$ cat src/rtl/spi_bridge_pkg.sv
package spi_bridge_pkg;

    // synchronized pin levels
    typedef struct packed {
        logic sck;
        logic cs_n;
        logic mosi;
    } spi_pins_t;

    // events derived from the oversampled pins
    typedef struct packed {
        logic active;   // select low
        logic rise;     // serial clock rising, select low
        logic fall;     // serial clock falling, select low
        logic cs_rise;  // select released
        logic mosi;     // synchronized data level
    } spi_evt_t;

    function automatic logic hdr_is_write(input logic flag);
        return flag;
    endfunction

endpackage

$ cat src/rtl/spi_bridge_sync.sv
module spi_bridge_sync
    import spi_bridge_pkg::*;
#(
    parameter int STAGES = 2
) (
    input  logic      clk,
    input  logic      rst,
    input  spi_pins_t pins,
    output spi_evt_t  evt
);
    localparam int PW = $bits(spi_pins_t);

    logic [PW-1:0] stg [STAGES];
    spi_pins_t     cur, prev;

    generate
        for (genvar i = 0; i < STAGES; i++) begin : g_stage
            always_ff @(posedge clk) begin
                if (rst) begin
                    stg[i] <= PW'(3'b010);
                end else if (i == 0) begin
                    stg[i] <= pins;
                end else begin
                    stg[i] <= stg[i-1];
                end
            end
        end
    endgenerate

    assign cur = spi_pins_t'(stg[STAGES-1]);

    always_ff @(posedge clk) begin
        if (rst) begin
            prev <= '{sck: 1'b0, cs_n: 1'b1, mosi: 1'b0};
        end else begin
            prev <= cur;
        end
    end

    always_comb begin
        evt.active  = !cur.cs_n;
        evt.rise    = !cur.cs_n && cur.sck && !prev.sck;
        evt.fall    = !cur.cs_n && !cur.sck && prev.sck;
        evt.cs_rise = cur.cs_n && !prev.cs_n;
        evt.mosi    = cur.mosi;
    end

endmodule

$ cat src/rtl/spi_bridge_frame.sv
module spi_bridge_frame
    import spi_bridge_pkg::*;
#(
    parameter int ADDR_W = 16,
    parameter int DATA_W = 8
) (
    input  logic              clk,
    input  logic              rst,
    input  spi_evt_t          evt,
    output logic              miso,
    output logic [ADDR_W-2:0] bus_addr,
    output logic [DATA_W-1:0] bus_wdata,
    output logic              bus_we,
    output logic              bus_re,
    input  logic [DATA_W-1:0] bus_rdata
);
    localparam int FRAME_W = ADDR_W + DATA_W;
    localparam int CNT_W   = $clog2(FRAME_W + 1);
    localparam logic [CNT_W-1:0] HDR_LAST   = CNT_W'(ADDR_W - 1);
    localparam logic [CNT_W-1:0] HDR_DONE   = CNT_W'(ADDR_W);
    localparam logic [CNT_W-1:0] FRAME_LAST = CNT_W'(FRAME_W - 1);
    localparam logic [CNT_W-1:0] FRAME_END  = CNT_W'(FRAME_W);

    logic [CNT_W-1:0]   bit_cnt;
    logic [FRAME_W-1:0] rx_sr;
    logic               wr_dir;
    logic [1:0]         rd_wait;
    logic [DATA_W-1:0]  tx_sr;
    logic               tx_on;
    logic               take;
    logic               out_phase;

    assign take      = evt.rise && (bit_cnt != FRAME_END);
    assign out_phase = !wr_dir && (bit_cnt >= HDR_DONE) && (bit_cnt < FRAME_END);

    always_ff @(posedge clk) begin
        bus_we <= 1'b0;
        bus_re <= 1'b0;
        if (rst) begin
            bit_cnt   <= '0;
            rx_sr     <= '0;
            wr_dir    <= 1'b1;
            rd_wait   <= '0;
            tx_sr     <= '0;
            tx_on     <= 1'b0;
            bus_addr  <= '0;
            bus_wdata <= '0;
        end else if (evt.cs_rise) begin
            bit_cnt <= '0;
            wr_dir  <= 1'b1;
            rd_wait <= '0;
            tx_on   <= 1'b0;
        end else begin
            if (take) begin
                rx_sr   <= {rx_sr[FRAME_W-2:0], evt.mosi};
                bit_cnt <= bit_cnt + 1'b1;
                if (bit_cnt == HDR_LAST) begin
                    bus_addr <= {rx_sr[ADDR_W-3:0], evt.mosi};
                    wr_dir   <= hdr_is_write(rx_sr[ADDR_W-2]);
                    if (!hdr_is_write(rx_sr[ADDR_W-2])) begin
                        bus_re  <= 1'b1;
                        rd_wait <= 2'd2;
                    end
                end
                if (bit_cnt == FRAME_LAST && wr_dir) begin
                    bus_we    <= 1'b1;
                    bus_wdata <= {rx_sr[DATA_W-2:0], evt.mosi};
                end
            end
            if (rd_wait != 2'd0) begin
                rd_wait <= rd_wait - 2'd1;
                if (rd_wait == 2'd1) begin
                    tx_sr <= bus_rdata;
                end
            end
            if (evt.fall && out_phase) begin
                if (!tx_on) begin
                    tx_on <= 1'b1;
                end else begin
                    tx_sr <= {tx_sr[DATA_W-2:0], 1'b0};
                end
            end
        end
    end

    assign miso = evt.active && tx_on && tx_sr[DATA_W-1];


    we_pulse_chk: assert property (@(posedge clk) disable iff (rst)
        bus_we |=> !bus_we);

    re_pulse_chk: assert property (@(posedge clk) disable iff (rst)
        bus_re |=> !bus_re);

    we_re_excl_chk: assert property (@(posedge clk) disable iff (rst)
        !(bus_we && bus_re));

    miso_dir_chk: assert property (@(posedge clk) disable iff (rst)
        $rose(tx_on) |-> !wr_dir);

    abort_chk: assert property (@(posedge clk) disable iff (rst)
        evt.cs_rise |=> !bus_we && !tx_on);

endmodule

$ cat src/rtl/spi_reg_bridge.sv
module spi_reg_bridge
    import spi_bridge_pkg::*;
#(
    parameter int ADDR_W      = 16,
    parameter int DATA_W      = 8,
    parameter int SYNC_STAGES = 2
) (
    input  logic              clk,
    input  logic              rst,
    input  logic              spi_sck,
    input  logic              spi_cs_n,
    input  logic              spi_mosi,
    output logic              spi_miso,
    output logic [ADDR_W-2:0] bus_addr,
    output logic [DATA_W-1:0] bus_wdata,
    output logic              bus_we,
    output logic              bus_re,
    input  logic [DATA_W-1:0] bus_rdata
);
    spi_pins_t pins;
    spi_evt_t  evt;

    assign pins = '{sck: spi_sck, cs_n: spi_cs_n, mosi: spi_mosi};

    spi_bridge_sync #(.STAGES(SYNC_STAGES)) u_sync (
        .clk  (clk),
        .rst  (rst),
        .pins (pins),
        .evt  (evt)
    );

    spi_bridge_frame #(.ADDR_W(ADDR_W), .DATA_W(DATA_W)) u_frame (
        .clk       (clk),
        .rst       (rst),
        .evt       (evt),
        .miso      (spi_miso),
        .bus_addr  (bus_addr),
        .bus_wdata (bus_wdata),
        .bus_we    (bus_we),
        .bus_re    (bus_re),
        .bus_rdata (bus_rdata)
    );


    miso_reset_chk: assert property (@(posedge clk)
        $past(rst) |-> !spi_miso);

endmodule

$ cat config.mk
export PLATFORM = sky130hd
export DESIGN_NAME = spi_reg_bridge
export DESIGN_NICKNAME = d
export VERILOG_FILES = /design/src/rtl/spi_bridge_pkg.sv /design/src/rtl/spi_bridge_sync.sv /design/src/rtl/spi_bridge_frame.sv /design/src/rtl/spi_reg_bridge.sv
export SDC_FILE = /design/constraint.sdc
export NUM_CORES = 1
export LEC_CHECK = 0
export ABC_AREA = 1
export CAP_MARGIN = 15
export CORE_ASPECT_RATIO = 0.9
export CORE_MARGIN = 2
export CORE_UTILIZATION = 30
export CTS_BUF_LIST = sky130_fd_sc_hd__clkbuf_4 sky130_fd_sc_hd__clkbuf_8 sky130_fd_sc_hd__clkbuf_16
export DETAILED_ROUTE_END_ITERATION = 8
export PLACE_DENSITY = 0.51
export SLEW_MARGIN = 20
export SYNTH_ARGS = -nofsm -noshare
export SYNTH_HDL_FRONTEND = slang
export SYNTH_SLANG_ARGS = --single-unit
$ cat constraint.sdc
create_clock -name clk -period 1.5 [get_ports clk]
set_input_delay 0.3 -clock clk [delete_from_list [all_inputs] [get_ports clk]]
set_output_delay 0.3 -clock clk [all_outputs]
set_load 0.1 [all_outputs]
==> impl_table.tex, run 1 <==
\begin{tabular}{lr}
\hline
Metric & Value \\
\hline
\multicolumn{2}{l}{\textbf{Status}} \\
\quad Outcome & finished with violations \\
\quad Failing checks & setup timing \\
\multicolumn{2}{l}{\textbf{Setup path}} \\
\quad Worst path arrival time & 1.77 ns \\
\quad Type of element capturing the critical path & flop \\
\quad Internal reg-to-reg setup slack & -0.04 ns \\
\quad Critical Path Start Type & flop \\
\quad R2R cell count & 7 \\
\quad Classification of the worst setup path & reg2reg \\
\quad Required time of the critical path & approximately 1.7 ns \\
\quad Crit-path max FO & 4 \\
\multicolumn{2}{l}{\textbf{Finish}} \\
\quad Most frequent cells in the layout & sky130\_fd\_sc\_hd\_\_nand2\_1 (62), sky130\_fd\_sc\_hd\_\_dfxtp\_1 (62), sky130\_fd\_sc\_hd\_\_inv\_1 (44), sky130\_fd\_sc\_hd\_\_nor2\_1 (41), sky130\_fd\_sc\_hd\_\_buf\_12 (29) \\
\quad Final cell area excluding filler cells & 3990 um\^{}2 \\
\quad Number of antenna repair diodes & 0 \\
\quad FILL cells & about 920 \\
\quad Area Growth Syn to Fin & 46.0\% \\
\quad Number of nets in the final layout & 440 \\
\quad Ratio of cells with drive above 1 in the final layout & 0.252 \\
\quad Number of cells in the finished layout apart from fillers & approximately 550 \\
\multicolumn{2}{l}{\textbf{CTS}} \\
\quad Buffer cell driving the clock tree root & sky130\_fd\_sc\_hd\_\_clkbuf\_8 \\
\quad Clock latency reported for the late side of the worst-skew pair & 0.34 ns \\
\quad H-tree Lvls & 3 \\
\quad Clock buffer depth & 2 \\
\quad Clock-pin slew on the worst setup and hold paths & 0.07 ns \\
\quad \# hold bufs at CTS & 0 \\
\quad Number of clock sinks & 65 \\
\quad TritonCTS clock tree & yes \\
\quad Cts bufs inserted & 9 \\
\multicolumn{2}{l}{\textbf{Timing}} \\
\quad Minimum clock period & $\sim$1.5 ns \\
\quad Slack of the critical path & -0.0389 ns \\
\quad Final hold violation count & 0 \\
\quad Post-Route Hold Slack & about 0.41 ns \\
\quad Setup skew after layout & roughly 0.0038 ns \\
\quad Final setup viols & 3 \\
\quad Slew HR & 0.818 \\
\quad Unrepaired setup endpoints after global routing & true \\
\quad Slew at the pin with the worst max-slew slack & 0.273 ns \\
\quad Pins Over Slew Limit & 0 \\
\quad Period utilisation layout & 1.03 \\
\quad F\_max & 650 MHz \\
\multicolumn{2}{l}{\textbf{Die}} \\
\quad Horizontal die dimension & 105 um \\
\quad I/O Pins & 39 \\
\quad Std cell rows & 33 \\
\quad Area of the die & 9880 um\^{}2 \\
\quad Initial standard-cell utilization of the core & 0.303 \\
\quad Vertical die dimension & 94.5 um \\
\quad Core area & 9000 um\^{}2 \\
\multicolumn{2}{l}{\textbf{Logic synthesis}} \\
\quad Synth Net Count & 380 \\
\quad Synth Instances & around 360 \\
\quad Synthesized area & 2730 um\^{}2 \\
\quad Largest cells by area after synthesis & sky130\_fd\_sc\_hd\_\_dfxtp\_1 (48\%), sky130\_fd\_sc\_hd\_\_nand2\_1 (8.9\%), sky130\_fd\_sc\_hd\_\_inv\_1 (6.3\%) \\
\quad Cell taking the most area after synthesis & sky130\_fd\_sc\_hd\_\_dfxtp\_1 \\
\quad Synthesis-stage register bit count & 65 \\
\quad Area share of the largest cell type after synthesis & 0.476 \\
\quad Part of the Yosys area used for sequential elements & 0.476 \\
\quad Yosys synthesis warning count & 0 \\
\quad Synth cell types & 29 \\
\quad Avg Synthesized Cell Area & 7.57 um\^{}2 \\
\multicolumn{2}{l}{\textbf{Placed design}} \\
\quad Number of placed instances, taps included & 529 \\
\quad Post-Place Cell Area & 3660 um\^{}2 \\
\quad Quantity of I/O buffers inserted on ports & 38 \\
\quad Final GP Congestion & about 0.84 \\
\quad DP Worst Slack & -0.0445 ns \\
\quad Detailed placement HPWL & 4420 um \\
\multicolumn{2}{l}{\textbf{Global routing}} \\
\quad Wire length of the first global-routing pass & about 11,000 um \\
\quad Antenna violations before repair & 0 \\
\quad Maximum number of pins on one net before global-route repair & 26 \\
\quad Overflow after GRT & 0 \\
\quad Vias in the first global route & about 2.2k \\
\quad All-Layer GR Usage & 0.135 \\
\multicolumn{2}{l}{\textbf{Routing}} \\
\quad DRC errors left & 0 \\
\quad Router iterations before antenna repair & 7 \\
\quad Antenna-violating nets left & 0 \\
\quad Total number of vias & between 2k and 2.5k \\
\quad Wire length per cell & about 12 um \\
\quad Mean number of vias per cell & around 4.3 \\
\quad Number of DRC violations after detailed-routing iteration 0 & 68 \\
\quad Final routed wirelength across all metal layers & 6450 um \\
\multicolumn{2}{l}{\textbf{Hold path}} \\
\quad Hold Crit Depth & 2 \\
\quad Hold/Removal Path Class & reg2reg \\
\multicolumn{2}{l}{\textbf{Run}} \\
\quad Max-cap violations & 0 \\
\multicolumn{2}{l}{\textbf{Pwr}} \\
\quad IR drop worst, VDD & roughly 0.33 mV \\
\quad P\_leak & about 0.0016 uW \\
\quad Power Dens Cells & 836 nW/um\^{}2 \\
\hline
\end{tabular}
## flip-flops by register name, indices dropped and copies added (netlist names)
signal             cells
u_frame.bus_addr      15
u_frame.rx_sr         15
u_frame.bus_wdata      8
u_frame.tx_sr          8
u_sync.stg             6
u_frame.bit_cnt        5
u_frame.rd_wait        2
u_sync.prev            2
u_frame.bus_re         1
u_frame.bus_we         1
u_frame.tx_on          1
u_frame.wr_dir         1
## critical path, cell delays in order (launching register included)
cell and delay, ns:
sky130_fd_sc_hd__dfxtp_4 0.36, sky130_fd_sc_hd__ha_4 0.13, sky130_fd_sc_hd__inv_2 0.04, sky130_fd_sc_hd__nor3_2 0.16, sky130_fd_sc_hd__ha_2 0.25, sky130_fd_sc_hd__nand4_1 0.24
sky130_fd_sc_hd__nor2_2 0.19, sky130_fd_sc_hd__a21oi_1 0.05
## metrics by stage
stage | power [uW] | TNS [ns] | utilization
2_1_floorplan | 1850 | 0 | -
3_3_place_gp | 1920 | -0.0528 | 0.407
5_1_grt | 3470 | -1.23 | 0.443
3_5_place_dp | 1920 | -0.291 | 0.407
6_report | 3340 | -0.0855 | 0.443
4_1_cts | 3370 | 0 | 0.429
## synthesized netlist by cell type
| library cell | number |
|---|---|
| sky130_fd_sc_hd__a211oi_2 | 2 |
| sky130_fd_sc_hd__a21oi_1 | 26 |
| sky130_fd_sc_hd__buf_1 | 3 |
| sky130_fd_sc_hd__buf_2 | 7 |
| sky130_fd_sc_hd__buf_4 | 2 |
| sky130_fd_sc_hd__buf_6 | 2 |
| sky130_fd_sc_hd__clkbuf_1 | 3 |
| sky130_fd_sc_hd__dfxtp_1 | 65 |
| sky130_fd_sc_hd__ha_1 | 6 |
| sky130_fd_sc_hd__inv_1 | 46 |
| sky130_fd_sc_hd__inv_2 | 4 |
| sky130_fd_sc_hd__inv_6 | 1 |
| sky130_fd_sc_hd__nand2_1 | 65 |
| sky130_fd_sc_hd__nand2_2 | 4 |
| sky130_fd_sc_hd__nand2_4 | 1 |
| sky130_fd_sc_hd__nand2_8 | 1 |
| sky130_fd_sc_hd__nand3_1 | 29 |
| sky130_fd_sc_hd__nand3_2 | 1 |
| sky130_fd_sc_hd__nand4_1 | 9 |
| sky130_fd_sc_hd__nor2_1 | 43 |
| sky130_fd_sc_hd__nor2_2 | 1 |
| sky130_fd_sc_hd__nor2_4 | 1 |
| sky130_fd_sc_hd__nor3_1 | 3 |
| sky130_fd_sc_hd__nor3_4 | 1 |
| sky130_fd_sc_hd__o211a_1 | 1 |
| sky130_fd_sc_hd__o211ai_1 | 1 |
| sky130_fd_sc_hd__o21ai_0 | 22 |
| sky130_fd_sc_hd__o21ai_1 | 8 |
| sky130_fd_sc_hd__or2_2 | 3 |
## power by group
group	internal [uW]	total [uW]	switching, uW
registers	1740	1750	9.54
clock network	810	1450	643
logic	67.0	135	67.9
## final cells by class
class	instances	area [um^2]	area share
Clock buffer	11	145	0.0364
Multi-Input combinational cell	229	1220	0.305
Clock inverter	3	42.5	0.0107
Timing Repair Buffer	65	923	0.232
Sequential cell	65	1310	0.329
Inverter	51	196	0.0493
Tap cell	122	153	0.0383
## repair_timing
action,CTS,global route
gates cloned,0,3
setup buffers,0,1
endpoints found under the setup margin,21,41
pin swaps,4,11
resized for setup,5,19
## cell families (layout without fill, tap and decap cells)
kind of cell               after synthesis  count (layout)  share of synthesized area
buffers and inverters                   68             130                      0.107
AOI/OAI and AO/OA                       60              60                      0.118
and+or+nand+nor                        162             163                      0.271
adders and majority gates                6               6                     0.0275
DFF                                     65              65                      0.476
## routing by layer
| metal | part of all wire | GRT usage | wire length (um) | vias up |
|---|---|---|---|---|
| met4 | 0.019 | 0.0633 | 123 | 0 |
| met5 | 0 | 0 | 0 | - |
| met3 | 0.033 | 0.0317 | 214 | 9 |
| met1 | 0.56 | 0.201 | 3590 | 1057 |
| met2 | 0.39 | 0.181 | 2520 | 40 |
| li1 | - | - | - | 1267 |
## path summary, 6_finish.rpt
| check | startpoint | endpoint |
|---|---|---|
| min reg2reg | u_sync.stg[0][2] | u_sync.stg[1][2] |
| max reg2reg | u_frame.bit_cnt[1] | u_frame.wr_dir |
| max | u_frame.bit_cnt[1] | u_frame.wr_dir |
| min | u_sync.stg[0][2] | u_sync.stg[1][2] |
(Power assumes the default switching activity.)
==> run 2: changes to the inputs <==
REMOVE_ABC_BUFFERS = 1   (was not set)
==> run 2 against run 1 <==
  * The run still ends with setup timing left
  * Total power rose by 5.7%
  * Sequential power about the same
  * Die area unchanged
  * Count of clock-buffer cells in the layout unchanged
  * Register-to-register slack better by 0.04 ns
  * Flip-flop and latch count unchanged
  * Global-route usage up 0.17 points
  * Hold slack worse by 0.0044 ns
  * Clock skew up 0.0043 ns
  * Largest power group unchanged
==> impl_table.tex, run 2 (synthesis results as in run 1) <==
\begin{tabular}{lr}
\hline
Metric & Value \\
\hline
\multicolumn{2}{l}{\textbf{Status}} \\
\quad Outcome & finished with violations \\
\quad Failing checks & setup timing \\
\multicolumn{2}{l}{\textbf{Pwr}} \\
\quad Switch Pwr & between 700 and 800 uW \\
\quad Proportion of power drawn by flip-flops and latches & 0.496 \\
\quad Power share of the clock group & 0.463 \\
\quad Power Dens Cells & 846 nW/um\^{}2 \\
\quad IR drop worst, VDD & 0.436 mV \\
\quad P\_leak & 0.00167 uW \\
\quad Switching power share of the total & 0.212 \\
\quad Internal power of the cells & 2780 uW \\
\quad Comb power frac & 0.041 \\
\multicolumn{2}{l}{\textbf{CTS}} \\
\quad Number of clock sinks & 65 \\
\quad Cts bufs inserted & 9 \\
\quad TritonCTS clock tree & yes \\
\quad H-tree Lvls & 3 \\
\quad \# hold bufs at CTS & 0 \\
\quad Clock-pin slew on the worst setup and hold paths & 0.06 ns \\
\quad Buffer cell driving the clock tree root & sky130\_fd\_sc\_hd\_\_clkbuf\_8 \\
\quad Clock latency reported for the late side of the worst-skew pair & between 0.3 and 0.4 ns \\
\quad Clock buffer depth & 2 \\
\multicolumn{2}{l}{\textbf{Timing}} \\
\quad Slack of the critical path & -0.000308 ns \\
\quad Minimum clock period & 1.50 ns \\
\quad Slew at the pin with the worst max-slew slack & 0.303 ns \\
\quad Setup skew after layout & 0.00815 ns \\
\quad Final hold violation count & 0 \\
\quad Post-Route Setup TNS & -0.000308 ns \\
\quad Unrepaired setup endpoints after global routing & true \\
\quad F\_max & between 600 and 700 MHz \\
\quad Period utilisation layout & 1.00 \\
\quad Pins Over Slew Limit & 0 \\
\quad Final setup viols & 1 \\
\quad Slew HR & 0.798 \\
\multicolumn{2}{l}{\textbf{Die}} \\
\quad Std cell rows & 33 \\
\quad Core area & 9000 um\^{}2 \\
\quad Area of the die & 9880 um\^{}2 \\
\quad Horizontal die dimension & 105 um \\
\quad Initial standard-cell utilization of the core & 0.303 \\
\quad Vertical die dimension & roughly 95 um \\
\quad I/O Pins & 39 \\
\multicolumn{2}{l}{\textbf{Finish}} \\
\quad Most common cell after layout, fill and taps aside & sky130\_fd\_sc\_hd\_\_dfxtp\_1 \\
\quad FILL cells & between 800 and 900 \\
\quad Final cell area excluding filler cells & 4170 um\^{}2 \\
\quad Leading registers by flop count & u\_frame.bus\_addr: 15 flops, u\_frame.rx\_sr: 15 flops \\
\quad Number of antenna repair diodes & 0 \\
\quad Area of combinational cells with multiple inputs & 1270 um\^{}2 \\
\quad Area Growth Syn to Fin & 52.7\% \\
\quad Number of nets in the final layout & 450 \\
\quad Flip-flop and latch area & 1310 um\^{}2 \\
\quad Ratio of cells with drive above 1 in the final layout & 0.310 \\
\quad Final core occ & 0.463 \\
\quad Most frequent cells in the layout & sky130\_fd\_sc\_hd\_\_dfxtp\_1 (61), sky130\_fd\_sc\_hd\_\_nand2\_1 (60), sky130\_fd\_sc\_hd\_\_nor2\_1 (41), sky130\_fd\_sc\_hd\_\_inv\_1 (39), sky130\_fd\_sc\_hd\_\_buf\_4 (29) \\
\multicolumn{2}{l}{\textbf{Routing}} \\
\quad Wire length per cell & between 10 and 15 um \\
\quad Antenna-violating nets left & 0 \\
\quad Total number of vias & 2,480 \\
\quad Final routed wirelength across all metal layers & 6750 um \\
\quad Mean number of vias per cell & about 4.4 \\
\quad Router iterations before antenna repair & 4 \\
\quad Number of DRC violations after detailed-routing iteration 0 & 74 \\
\quad DRC errors left & 0 \\
\multicolumn{2}{l}{\textbf{Placed design}} \\
\quad Final GP Congestion & 0.835 \\
\quad Post-Place Cell Area & 3670 um\^{}2 \\
\quad Detailed placement HPWL & 4490 um \\
\quad Quantity of I/O buffers inserted on ports & 38 \\
\multicolumn{2}{l}{\textbf{Hold path}} \\
\quad Hold/Removal Path Class & reg2reg \\
\multicolumn{2}{l}{\textbf{Global routing}} \\
\quad All-Layer GR Usage & 0.137 \\
\quad Antenna violations before repair & 0 \\
\quad Overflow after GRT & 0 \\
\quad Maximum number of pins on one net before global-route repair & 17 \\
\quad Vias in the first global route & $\sim$2.3k \\
\quad Wire length of the first global-routing pass & 10,800 um \\
\multicolumn{2}{l}{\textbf{Setup path}} \\
\quad Worst path arrival time & 1.77 ns \\
\quad Required time of the critical path & 1.77 ns \\
\quad Crit-path max FO & 3 \\
\quad Classification of the worst setup path & reg2reg \\
\quad Type of element capturing the critical path & flop \\
\quad Critical Path Start Type & flop \\
\multicolumn{2}{l}{\textbf{Run}} \\
\quad Max-cap violations & 0 \\
\hline
\end{tabular}
-- run 2: cell count changes in the layout (fill, tap and decap cells not counted), sizes merged --
| cell | delta |
|---|---|
| inv | -1 |
| clkinvlp | +1 |
| buf | +10 |
| clkinv | +1 |
| bufinv | +1 |
-- run 2: power by group through the flow --
stage | Clock, uW | Combinational [uW] | Sequential, uW
after floorplan | 0 | 48.1 | 1790
after global placement | 0 | 132 | 1790
after detailed placement | 0 | 133 | 1790
after CTS | 1680 | 137 | 1750
after global routing | 1750 | 159 | 1750
final | 1630 | 145 | 1750
-- run 2: layout make-up --
cell class | count | share of cell area
Clock buffer | 11 | 0.0333
Clock inverter | 5 | 0.0192
Inverter | 51 | 0.0495
Multi-Input combinational cell | 229 | 0.305
Sequential cell | 65 | 0.314
Tap cell | 122 | 0.0366
Timing Repair Buffer | 75 | 0.242
-- run 2: repair_timing --
action,4_1_cts,5_1_grt
setup endpoints to repair,29,55
gates cloned,1,3
resized for setup,12,44
buffers inserted,2,2
pin swaps,6,9
-- run 2: critical path: stages, from the launching register on --
cell and delay, ns:
sky130_fd_sc_hd__dfxtp_4 0.37, sky130_fd_sc_hd__ha_4 0.16, sky130_fd_sc_hd__inv_2 0.05, sky130_fd_sc_hd__nor3_2 0.04
sky130_fd_sc_hd__ha_2 0.21, sky130_fd_sc_hd__buf_4 0.14, sky130_fd_sc_hd__or2_4 0.23, sky130_fd_sc_hd__nand4_1 0.09
sky130_fd_sc_hd__nand2_1 0.07, sky130_fd_sc_hd__nor2_1 0.09
-- run 2: through the flow --
stage | total power, uW | setup WS, ns | std cells | hold WS (ns)
floorplan | 1840 | -0.583 | 344 | 0.369
global placement | 1920 | -0.0988 | 534 | 0.392
detailed placement | 1920 | -0.187 | 534 | 0.395
CTS | 3570 | -0.0366 | 553 | 0.406
global route | 3660 | -0.0606 | 558 | 0.424
finish | 3530 | -0.000308 | 558 | 0.401
-- run 2: metal layers --
metal  track usage  wire length (um)  vias to the layer above  share of wire
li1              -                 -                     1294              -
met1         0.185              3310                     1130           0.49
met2         0.212              3080                       51           0.46
met3        0.0414               289                        5          0.043
met4        0.0400                74                        0          0.011
met5             0                 0                        -              0
-- run 2: path summary, 6_finish.rpt --
kind,startpoint,to,slack (ns),cells after the start
setup reg to reg,u_frame.bit_cnt[0],u_frame.rd_wait[1],-0.0003,9
hold reg to reg,u_sync.stg[0][2],u_sync.stg[1][2],0.40,2
setup / recovery,u_frame.bit_cnt[0],u_frame.rd_wait[1],-0.0003,9
hold / removal,u_sync.stg[0][2],u_sync.stg[1][2],0.40,2
